**config.mk**
```make
export PLATFORM = sky130hd
export DESIGN_NAME = knob_cmd_parser
export DESIGN_NICKNAME = d
export VERILOG_FILES = /design/src/rtl/kp_pkg.sv /design/src/rtl/kp_ctrl_decode.sv /design/src/rtl/kp_char_clean.sv /design/src/rtl/kp_body_buf.sv /design/src/rtl/knob_cmd_parser.sv
export SDC_FILE = /design/constraint.sdc
export NUM_CORES = 1
export LEC_CHECK = 0
export CORE_MARGIN = 2
export CORE_UTILIZATION = 42
export CTS_BUF_LIST = sky130_fd_sc_hd__clkbuf_8 sky130_fd_sc_hd__clkbuf_16
export DETAILED_ROUTE_END_ITERATION = 12
export GPL_TIMING_DRIVEN = 0
export PLACE_DENSITY_LB_ADDON = 0.15
export SETUP_SLACK_MARGIN = 0.05
export SYNTH_ARGS = -nofsm -noshare
export SYNTH_HDL_FRONTEND = slang
export SYNTH_SLANG_ARGS = --single-unit
```
**constraint.sdc**
```tcl
create_clock -name clk -period 2.09 [get_ports clk]
set_input_delay 0.209 -clock clk [delete_from_list [all_inputs] [get_ports clk]]
set_output_delay 0.209 -clock clk [all_outputs]
set_load 0.01 [all_outputs]
```
**src/rtl/kp_pkg.sv**
```systemverilog
package kp_pkg;
  localparam int BYTE_W = 8;
  localparam int THR_W  = 2 * BYTE_W - 1;

  localparam logic [BYTE_W-1:0] CODE_LOOP = 8'h04;
  localparam logic [BYTE_W-1:0] CODE_REV  = 8'h05;
  localparam logic [BYTE_W-1:0] CODE_TEST = 8'h13;
  localparam logic [BYTE_W-1:0] CODE_ESC  = 8'h16;

  localparam logic [BYTE_W-1:0] CHAR_LO   = 8'h20;
  localparam logic [BYTE_W-1:0] CHAR_HI   = 8'h5F;
  localparam logic [BYTE_W-1:0] CHAR_FILL = 8'h20;

  typedef enum logic [1:0] {
    PS_IDLE = 2'd0,
    PS_CTRL = 2'd1,
    PS_BODY = 2'd2
  } parse_st_t;

  typedef enum logic [1:0] {
    CK_THR   = 2'd0,
    CK_RATE  = 2'd1,
    CK_LABEL = 2'd2,
    CK_BAD   = 2'd3
  } cmd_kind_t;
endpackage

```
**src/rtl/kp_ctrl_decode.sv**
```systemverilog
module kp_ctrl_decode
  import kp_pkg::*;
#(
  parameter int ENC_W = 3
) (
  input  logic             sel_hi,
  input  logic             rate_bit,
  input  logic             bad_bit,
  input  logic [ENC_W-1:0] enc_field,
  output cmd_kind_t        kind_o,
  output logic [ENC_W-1:0] enc_o
);
  always_comb begin
    if (sel_hi) begin
      kind_o = rate_bit ? CK_RATE : CK_THR;
    end else begin
      kind_o = bad_bit ? CK_BAD : CK_LABEL;
    end
    enc_o = enc_field;
  end
endmodule

```
**src/rtl/kp_char_clean.sv**
```systemverilog
module kp_char_clean
  import kp_pkg::*;
(
  input  logic [BYTE_W-1:0] raw_i,
  output logic [BYTE_W-1:0] clean_o
);
  always_comb begin
    if (raw_i < CHAR_LO || raw_i > CHAR_HI) begin
      clean_o = CHAR_FILL;
    end else begin
      clean_o = raw_i;
    end
  end
endmodule

```
**src/rtl/kp_body_buf.sv**
```systemverilog
module kp_body_buf #(
  parameter int DEPTH = 8,
  parameter int W     = 8,
  parameter int IDX_W = 3
) (
  input  logic               clk,
  input  logic               rst_n,
  input  logic               wr_en,
  input  logic [IDX_W-1:0]   wr_idx,
  input  logic [W-1:0]       wr_data,
  output logic [DEPTH*W-1:0] data_o
);
  for (genvar g = 0; g < DEPTH; g++) begin : g_slot
    logic [W-1:0] slot_q;
    logic         slot_en;

    assign slot_en = wr_en && (wr_idx == IDX_W'(g));

    always_ff @(posedge clk or negedge rst_n) begin
      if (!rst_n) begin
        slot_q <= '0;
      end else if (slot_en) begin
        slot_q <= wr_data;
      end
    end

    assign data_o[g*W +: W] = slot_q;
  end
endmodule

```
**src/rtl/knob_cmd_parser.sv**
```systemverilog
module knob_cmd_parser
  import kp_pkg::*;
#(
  parameter int LABEL_LEN = 8,
  parameter int ENC_W     = 3
) (
  input  logic                        clk,
  input  logic                        rst_n,
  input  logic                        rx_valid,
  input  logic [7:0]                  rx_data,
  input  logic                        selftest_pass,
  output logic                        loop_mode,
  output logic                        rev_req,
  output logic                        test_req,
  output logic                        thr_stb,
  output logic                        rate_stb,
  output logic                        label_stb,
  output logic                        err_stb,
  output logic [ENC_W-1:0]            cmd_enc,
  output logic [14:0]                 thr_value,
  output logic [7:0]                  rate_code,
  output logic [LABEL_LEN*8-1:0]      label_text
);
  localparam int IDX_W   = (LABEL_LEN > 2) ? $clog2(LABEL_LEN) : 1;
  localparam int BUF_W   = LABEL_LEN * BYTE_W;

  parse_st_t         st_q, st_d;
  cmd_kind_t         kind_q, kind_d, dec_kind;
  logic [ENC_W-1:0]  enc_q, enc_d, dec_enc;
  logic [IDX_W-1:0]  idx_q, idx_d, last_idx;
  logic              loop_q, loop_d;
  logic              rev_q, rev_d, test_q, test_d;
  logic              thr_q, thr_d, rate_q, rate_d;
  logic              lab_q, lab_d, err_q, err_d;
  logic              wr_en;
  logic              take_loop, drop_loop;
  logic [BUF_W-1:0]  buf_flat;
  logic [THR_W-1:0]  thr_raw;

  kp_ctrl_decode #(.ENC_W(ENC_W)) u_decode (
    .sel_hi    (rx_data[7]),
    .rate_bit  (rx_data[5]),
    .bad_bit   (rx_data[3]),
    .enc_field (rx_data[ENC_W-1:0]),
    .kind_o    (dec_kind),
    .enc_o     (dec_enc)
  );

  kp_body_buf #(.DEPTH(LABEL_LEN), .W(BYTE_W), .IDX_W(IDX_W)) u_buf (
    .clk     (clk),
    .rst_n   (rst_n),
    .wr_en   (wr_en),
    .wr_idx  (idx_q),
    .wr_data (rx_data),
    .data_o  (buf_flat)
  );

  assign last_idx  = (kind_q == CK_LABEL) ? IDX_W'(LABEL_LEN - 1) : IDX_W'(1);
  assign take_loop = rx_valid && (st_q == PS_IDLE) && (rx_data == CODE_LOOP);
  assign drop_loop = rx_valid && (rx_data != CODE_REV) && !take_loop;

  // Next-state logic
  always_comb begin
    st_d   = st_q;
    kind_d = kind_q;
    enc_d  = enc_q;
    idx_d  = idx_q;
    wr_en  = 1'b0;
    rev_d  = 1'b0;
    test_d = 1'b0;
    thr_d  = 1'b0;
    rate_d = 1'b0;
    lab_d  = 1'b0;
    err_d  = 1'b0;
    if (rx_valid) begin
      unique case (st_q)
        PS_IDLE: begin
          if (rx_data == CODE_REV) begin
            rev_d = 1'b1;
          end else if (rx_data == CODE_TEST) begin
            test_d = 1'b1;
          end else if (rx_data == CODE_ESC) begin
            st_d = PS_CTRL;
          end
        end
        PS_CTRL: begin
          if (dec_kind == CK_BAD) begin
            err_d = 1'b1;
            st_d  = PS_IDLE;
          end else begin
            kind_d = dec_kind;
            enc_d  = dec_enc;
            idx_d  = '0;
            st_d   = PS_BODY;
          end
        end
        PS_BODY: begin
          wr_en = 1'b1;
          if (idx_q == last_idx) begin
            st_d = PS_IDLE;
            unique case (kind_q)
              CK_THR:   thr_d  = 1'b1;
              CK_RATE:  rate_d = 1'b1;
              CK_LABEL: lab_d  = 1'b1;
              default:  err_d  = 1'b1;
            endcase
          end else begin
            idx_d = idx_q + IDX_W'(1);
          end
        end
        default: st_d = PS_IDLE;
      endcase
    end
    if (drop_loop) begin
      loop_d = 1'b0;
    end else if (take_loop || selftest_pass) begin
      loop_d = 1'b1;
    end else begin
      loop_d = loop_q;
    end
  end

  // State registers
  always_ff @(posedge clk or negedge rst_n) begin
    if (!rst_n) begin
      st_q   <= PS_IDLE;
      kind_q <= CK_THR;
      enc_q  <= '0;
      idx_q  <= '0;
      loop_q <= 1'b0;
      rev_q  <= 1'b0;
      test_q <= 1'b0;
      thr_q  <= 1'b0;
      rate_q <= 1'b0;
      lab_q  <= 1'b0;
      err_q  <= 1'b0;
    end else begin
      st_q   <= st_d;
      kind_q <= kind_d;
      enc_q  <= enc_d;
      idx_q  <= idx_d;
      loop_q <= loop_d;
      rev_q  <= rev_d;
      test_q <= test_d;
      thr_q  <= thr_d;
      rate_q <= rate_d;
      lab_q  <= lab_d;
      err_q  <= err_d;
    end
  end

  // Payload views of the body buffer
  assign thr_raw   = {buf_flat[2*BYTE_W-2:BYTE_W], buf_flat[BYTE_W-1:0]};
  assign thr_value = (thr_raw == '0) ? THR_W'(1) : thr_raw;
  assign rate_code = buf_flat[2*BYTE_W-1:BYTE_W];

  for (genvar g = 0; g < LABEL_LEN; g++) begin : g_char
    kp_char_clean u_clean (
      .raw_i   (buf_flat[g*BYTE_W +: BYTE_W]),
      .clean_o (label_text[g*BYTE_W +: BYTE_W])
    );

    AST_LABEL_CHAR_RANGE: assert property (@(posedge clk) disable iff (!rst_n)
      label_stb |-> (label_text[g*BYTE_W +: BYTE_W] >= CHAR_LO &&
                     label_text[g*BYTE_W +: BYTE_W] <= CHAR_HI));
  end

  assign loop_mode = loop_q;
  assign rev_req   = rev_q;
  assign test_req  = test_q;
  assign thr_stb   = thr_q;
  assign rate_stb  = rate_q;
  assign label_stb = lab_q;
  assign err_stb   = err_q;
  assign cmd_enc   = enc_q;

  AST_SINGLE_STROBE: assert property (@(posedge clk) disable iff (!rst_n)
    $onehot0({rev_req, test_req, thr_stb, rate_stb, label_stb, err_stb}));

  AST_THR_NONZERO: assert property (@(posedge clk) disable iff (!rst_n)
    thr_stb |-> (thr_value != '0));

  AST_LOOP_LEAVE: assert property (@(posedge clk) disable iff (!rst_n)
    (rx_valid && rx_data != CODE_REV && rx_data != CODE_LOOP) |=> !loop_mode);

  AST_LOOP_HOLD: assert property (@(posedge clk) disable iff (!rst_n)
    (rx_valid && rx_data == CODE_REV && !selftest_pass) |=> (loop_mode == $past(loop_mode)));

  AST_BODY_NO_SINGLE: assert property (@(posedge clk) disable iff (!rst_n)
    (rx_valid && st_q == PS_BODY) |=> (!rev_req && !test_req));

  AST_ERR_TO_IDLE: assert property (@(posedge clk) disable iff (!rst_n)
    err_stb |-> (st_q == PS_IDLE));
endmodule

```
[Word level (Yosys, flattened, before mapping)]
Index checks and enable logic that the tools add are counted.
Word-level totals
  input port bits: 12
  bits in registers: 81
  logic and storage cells: 143
  output and inout port bits: 97
Operators by class
  equality and inequality tests: 24
  reductions and logical operators: 32
  add/sub/neg operators: 1
  muxes and demuxes: 50
  bitwise operators: 1
  $lt $le $gt $ge: 16
Operator list (number)
  8-bit by 7-bit > comparator with 1-bit output, second input constant: 8
  8-bit by 6-bit less-than comparator with 1-bit output, second input constant: 8
  8-bit two-way mux: 8
  1-bit two-way mux: 29
  8-bit by 3-bit equality test with 1-bit output, second input constant: 2
  8-bit by 5-bit equality test with 1-bit output, second input constant: 2
  15-bit logical NOT: 1
  15-bit two-way mux: 1
  3-bit equality test, second input constant: 4
  1-bit logical AND: 12
  2-bit two-way mux: 6
  2-bit != test, second input constant: 5
  1-bit logical OR: 9
  3-bit two-way mux: 3
  8-bit by 3-bit != test with 1-bit output, second input constant: 1
  2-bit equality test, second input constant: 3
  3-bit by 2-bit equality test with 1-bit output, second input constant: 2
  2-bit case mux with 3 select lines: 1
  3-bit case mux with 2 select lines: 1
  5-bit AND reduction: 1
  2-bit by 1-bit equality test with 1-bit output, second input constant: 2
  2-bit logical NOT: 2
  4-bit AND reduction: 1
  2-bit nonzero test: 2
  10 further kinds: 10

[Longest topological paths before layout]
Gate-level depths: netlist of run 1.
  depth after elaboration: 6
  depth in mapped cells: 8
  gate-level depth less buffers: 6

[Modules after synthesis]
Synthesis of run 1 repeated with hierarchy kept, for this count alone.
Unflattened totals
  cell total of the unflattened synthesis: 328
  area, all modules: 4010.1 µm²
By module, submodules not included
  kp_body_buf: seq. area each 1601.5 µm², cells an instance 143, area each 2452.4 µm², times used 1
  knob_cmd_parser: seq. area each 425.4 µm², cells an instance 100, area each 939.7 µm², times used 1
  kp_char_clean at g_char[0].u_clean ...: seq. area each 0.0 µm², cells an instance 10, area each 72.6 µm², times used 7
  kp_char_clean at g_char[7].u_clean: seq. area each 0.0 µm², cells an instance 10, area each 68.8 µm², times used 1
  kp_ctrl_decode: seq. area each 0.0 µm², cells an instance 5, area each 41.3 µm², times used 1

[Least setup slack after synthesis of run 1]
Ideal clock, no wire load.
  kind: register to register
  from: reg st_q[0]
  to: reg u_buf.g_slot[4].slot_q[6]
  stages on the path, launching flop included: 8
  buffers on the path: 2
  data required time: 1.965 ns
  arrival: 1.461 ns
  library setup time: 0.125 ns
  path slack: 0.504 ns
  period minus slack after synthesis: 1.586 ns
  path through: dfrtp_1 > inv_1 > ha_1 > buf_6 > and3_1 > buf_6 > nand2_4 > mux2_2
On the way
  word-level cells in the longest chain between the ends: 4
Ends and longest elaborated chain
  from (decl): RTL line knob_cmd_parser.sv:27  | parse_st_t st_q, st_d;
  from (signal assigned): RTL line knob_cmd_parser.sv:138  | st_q <= st_d;
  2-bit equality test: RTL line knob_cmd_parser.sv:76  | unique case (st_q)
  1-bit two-way mux: RTL line knob_cmd_parser.sv:76
  1-bit two-way mux: RTL line knob_cmd_parser.sv:75  | if (rx_valid) begin
  1-bit logical AND: RTL line kp_body_buf.sv:17  | assign slot_en = wr_en && (wr_idx == IDX_W'(g));
  to (signal assigned): RTL line kp_body_buf.sv:23  | slot_q <= wr_data;
  to (decl): RTL line kp_body_buf.sv:14  | logic [W-1:0] slot_q;
Every way passes these cells.
A chain may end at the register's enable or synchronous reset.

[Final worst setup path of run 1]
  from: reg u_buf.g_slot[7].slot_q[6]
  to: out label_text[59]
On the way
  word-level cells in the longest chain between the ends: 3
  elaborated cells on any way between the ends: 4
  classes of those cells: 2 x order compare; 1 x mux; 1 x reduce/logical
Ends and longest elaborated chain
  from (decl): RTL line kp_body_buf.sv:14
  from (signal assigned): RTL line kp_body_buf.sv:23
  8-bit by 6-bit less-than comparator with 1-bit output / 8-bit by 7-bit > comparator with 1-bit output (equally long branches): RTL line kp_char_clean.sv:8  | if (raw_i < CHAR_LO || raw_i > CHAR_HI) begin
  1-bit logical OR (*): RTL line kp_char_clean.sv:8
  8-bit two-way mux (*): RTL line kp_char_clean.sv:8
  to (decl): RTL line knob_cmd_parser.sv:22  | output logic [LABEL_LEN*8-1:0] label_text
Every way passes the cells marked *; elsewhere a longest branch is shown, timed or not.

==> results of run 1 <==
repair_timing:
action / in CTS / in global routing
setup endpoints to repair: 50 / 42
resized for setup: 19 / 34
hold buffers: 1 / 0
pin swaps: 5 / 9
setup buffers: 5 / 12
hold endpoints to repair: 37 / 0
metrics by stage:
step / hold slack, ns / instances / power, mW / util
finish: 0.229 / 621 / 7.85 / 0.604
global route: 0.220 / 621 / 8.35 / 0.604
CTS: 0.212 / 609 / 7.74 / 0.586
detailed placement: 0.219 / 587 / 6.17 / 0.553
global placement: 0.463 / 586 / 6.09 / 0.551
floorplan: -0.0866 / 355 / 4.62 / -
cell usage in the layout, fill, tap and decap left out, types with 4 or more instances in the layout:
cell | Yosys | layout
dfrtp_1 | 81 | 78
clkdlybuf4s50_1 | 0 | 57
mux2_2 | 21 | 21
clkbuf_8 | 0 | 9
nor2_2 | 0 | 8
dlygate4sd2_1 | 0 | 7
nand3_1 | 4 | 4
dlymetal6s2s_1 | 0 | 33
and2_1 | 41 | 41
mux2_4 | 38 | 38
conb_1 | 1 | 8
nand2_1 | 24 | 24
inv_1 | 13 | 14
buf_4 | 17 | 35
xnor2_1 | 8 | 8
o21ai_0 | 13 | 13
clkbuf_1 | 18 | 18
ha_1 | 9 | 9
per-layer routing:
metal  up-vias  wire, um  global-route usage
li1       1392         -                   -
met3        11       447              0.0371
met1      1380      4560               0.237
met4         0       138              0.0656
met2        85      4070               0.267
met5         -         0                   0
how the worst max path moves through the flow:
| stage | start | endpoint | slack (ns) | cells after the start |
|---|---|---|---|---|
| final | u_buf.g_slot[7].slot_q[6] | label_text[59] | 0.10 | 4 |
| after global routing | u_buf.g_slot[7].slot_q[6] | label_text[59] | 0.004 | 4 |
| after CTS | u_buf.g_slot[1].slot_q[6] | label_text[12] | 0.05 | 4 |
| after detailed placement | rx_data[3] | idx_q[0] | 0.04 | 5 |
| after global placement | rst_n | cmd_enc[2] | -2.07 | 1 |
| after floorplan | st_q[0] | u_buf.g_slot[4].slot_q[6] | 0.50 | 7 |
cell usage after synthesis (all sizes together), types with 4 or more instances:
cell type,n
nand3,6
nor4,4
dfrtp,81
ha,9
o21ai,13
clkbuf,18
xnor2,8
buf,22
mux2,59
inv,15
nand2,30
nor3,4
nor2,11
and2,41
power groups by stage:
stage                     logic [mW]  registers [mW]  clock network, mW
final                           3.81            2.65               1.39
after global routing            4.11            2.75               1.49
after CTS                       3.65            2.67               1.42
after detailed placement        3.50            2.67                  0
after global placement          3.44            2.65                  0
after floorplan                 2.09            2.53                  0
tightest hold or removal path, delay by kind of cell:
family	cells	cell delay, ns
buffers and inverters	1	0.17
AND/OR/NAND/NOR	2	0.15
layout make-up:
| type | instances | area [um^2] |
|---|---|---|
| tap | 133 | 166 |
| timing repair buffer | 117 | 1220 |
| clock buffer | 9 | 124 |
| inverter | 15 | 56.3 |
| buffer | 40 | 239 |
| clock inverter | 7 | 119 |
| multi-input combinational | 219 | 1900 |
| sequential | 81 | 2030 |
| fill | 790 | 3830 |
flip-flops by register name, summed over array words and instances (netlist names):
name and flops:
label_stb 1, thr_stb 1, err_stb 1, rate_stb 1, test_req 1, u_buf.g_slot.slot_q 64, loop_mode 1, kind_q 2
cmd_enc 3, idx_q 3, rev_req 1, st_q 2
kinds of logic (layout without fill, tap and decap cells):
group,Yosys count,after routing,synth area share
and+or+nand+nor,109,109,0.160
DFF,81,81,0.487
muxes,62,62,0.201
buffers and inverters,55,188,0.0710
AOI/OAI and AO/OA,23,23,0.0361
adders and majority gates,9,9,0.0271
xor gates and xnor gates,8,8,0.0168
other,1,8,0.000901
==> run summary, run 1 <==
Run status: finished clean
Cts bufs inserted: 9
Seq/Total Area, Yosys: 0.487
DRC viols: 0
Layout area overhead: 40.7%
Final Cell Area: 5850 um^2
Tot GR Track Use: 0.172
Std cell rows: 36
Vias per std cell: 4.62
Initial DRC Count: 88
Sequential Power Share: 0.338
Critical path type: reg -> out
Max Fclk: 503 MHz
Grt ovf: 0
Pre-antenna DRT Iters: 4
Horiz. Die Dim: 104 um
RSZ-0062 raised after global routing: yes
Layout cells sized above 1: 0.293
Post-DP HPWL: 6080 um
H-tree depth: 3
Internal power: 5.30 mW
Worst-Margin Slew: 0.717 ns
Arrival time worst endpoint: 1.78 ns
Hold Path Origin: rx_data[4]
Critical Path Sink Type: primary output
Maximum vdd drop: 0.561 mV
Synth top area share: 0.487
FF-to-FF setup slack: 0.42 ns
TNS Setup: 0 ns
Via count: 2868
Root Driver: clkbuf_8
Final nets: 504
CP Launch Type: flip-flop
CP peak stage delay: 0.54 ns
Critical R2R Capture: u_buf.g_slot[5].slot_q[6]
DIE AREA: 10700 um^2
Placed Area: 5360 um^2
Largest area contributor in the netlist: dfrtp_1
Top_reg_cell synth: dfrtp_1
Worst r2r path cells: 7
Rel. slew slack: 0.522
Clock power frac: 0.176
Library cells used by synthesis: 41
Skew final: 0.0129 ns
Yosys reg bits: 81
Worst-path fanout max: 5
Largest net degree at the start of global routing: 45
Vias in the first global route: 2822
P_leak: 3.40 nW
Async set or reset register ratio after synthesis: 1.00
I/O Buffers: 98
Post-route ant nets: 0
Slowest cell on crit path: clkdlybuf4s50_1
Dpl ws: 0.0373 ns
CTS Sinks: 81
# setup viols final: 0
Maximum buffer depth of the clock tree: 2
Sw Share: 0.325
Sw Pwr: 2.55 mW
Required time of the critical path: 1.88 ns
Synth Instances: 348
CORE AREA: 9680 um^2
Hold Path Class: in -> reg
Top post-synthesis cells by area: dfrtp_1 (49%), mux2_4 (14%), and2_1 (6.2%), mux2_2 (5.7%), buf_4 (3.1%)
CP top delay family: buffers and inverters
FF-to-FF Start: st_q[0]
Syn Std Cell Area: 4160 um^2
Hold-critical path depth: 3
Clk_lat worst skew: 0.36 ns
N_diodes: 0
Wire length per cell: 14.8 um
Gate power share: 0.485
Number of flops mapped to enable cells by yosys: 0
First-pass GRT wire length: 14500 um
Starting Density: 0.430
Crit path time final: 1.99 ns
Clk pin slew, worst setup/hold paths: 0.08 ns
Die Y: 104 um
I/O pin cnt: 109
WHS Endpoint: test_req
Final Max Slew Viols: 0
Synth Warn #: 0
Max cap viols: 0
Antenna violations before repair: 0
CTS tree: done
Final WS setup: 0.101 ns
CP cell instances: xnor2_1 > nor2_2 > and2_1 > clkdlybuf4s50_1
Buffers & Inverters on Critical Path: 1
Post-Route WL: 9210 um
GPL Wtd Cong: 0.790
Final Hold Viols: 0
Period utilization: 0.952
PwrDens: 1340 nW/um^2
Syn avg cell area: 12.0 um^2
Power figures use the tool's default switching activity.
==> run 2, diff against run 1 <==
GPL_ROUTABILITY_DRIVEN = 0   (was not set)
==> results of run 2 <==
No change in the layout: final DEF, timing and power equal those of run 1.
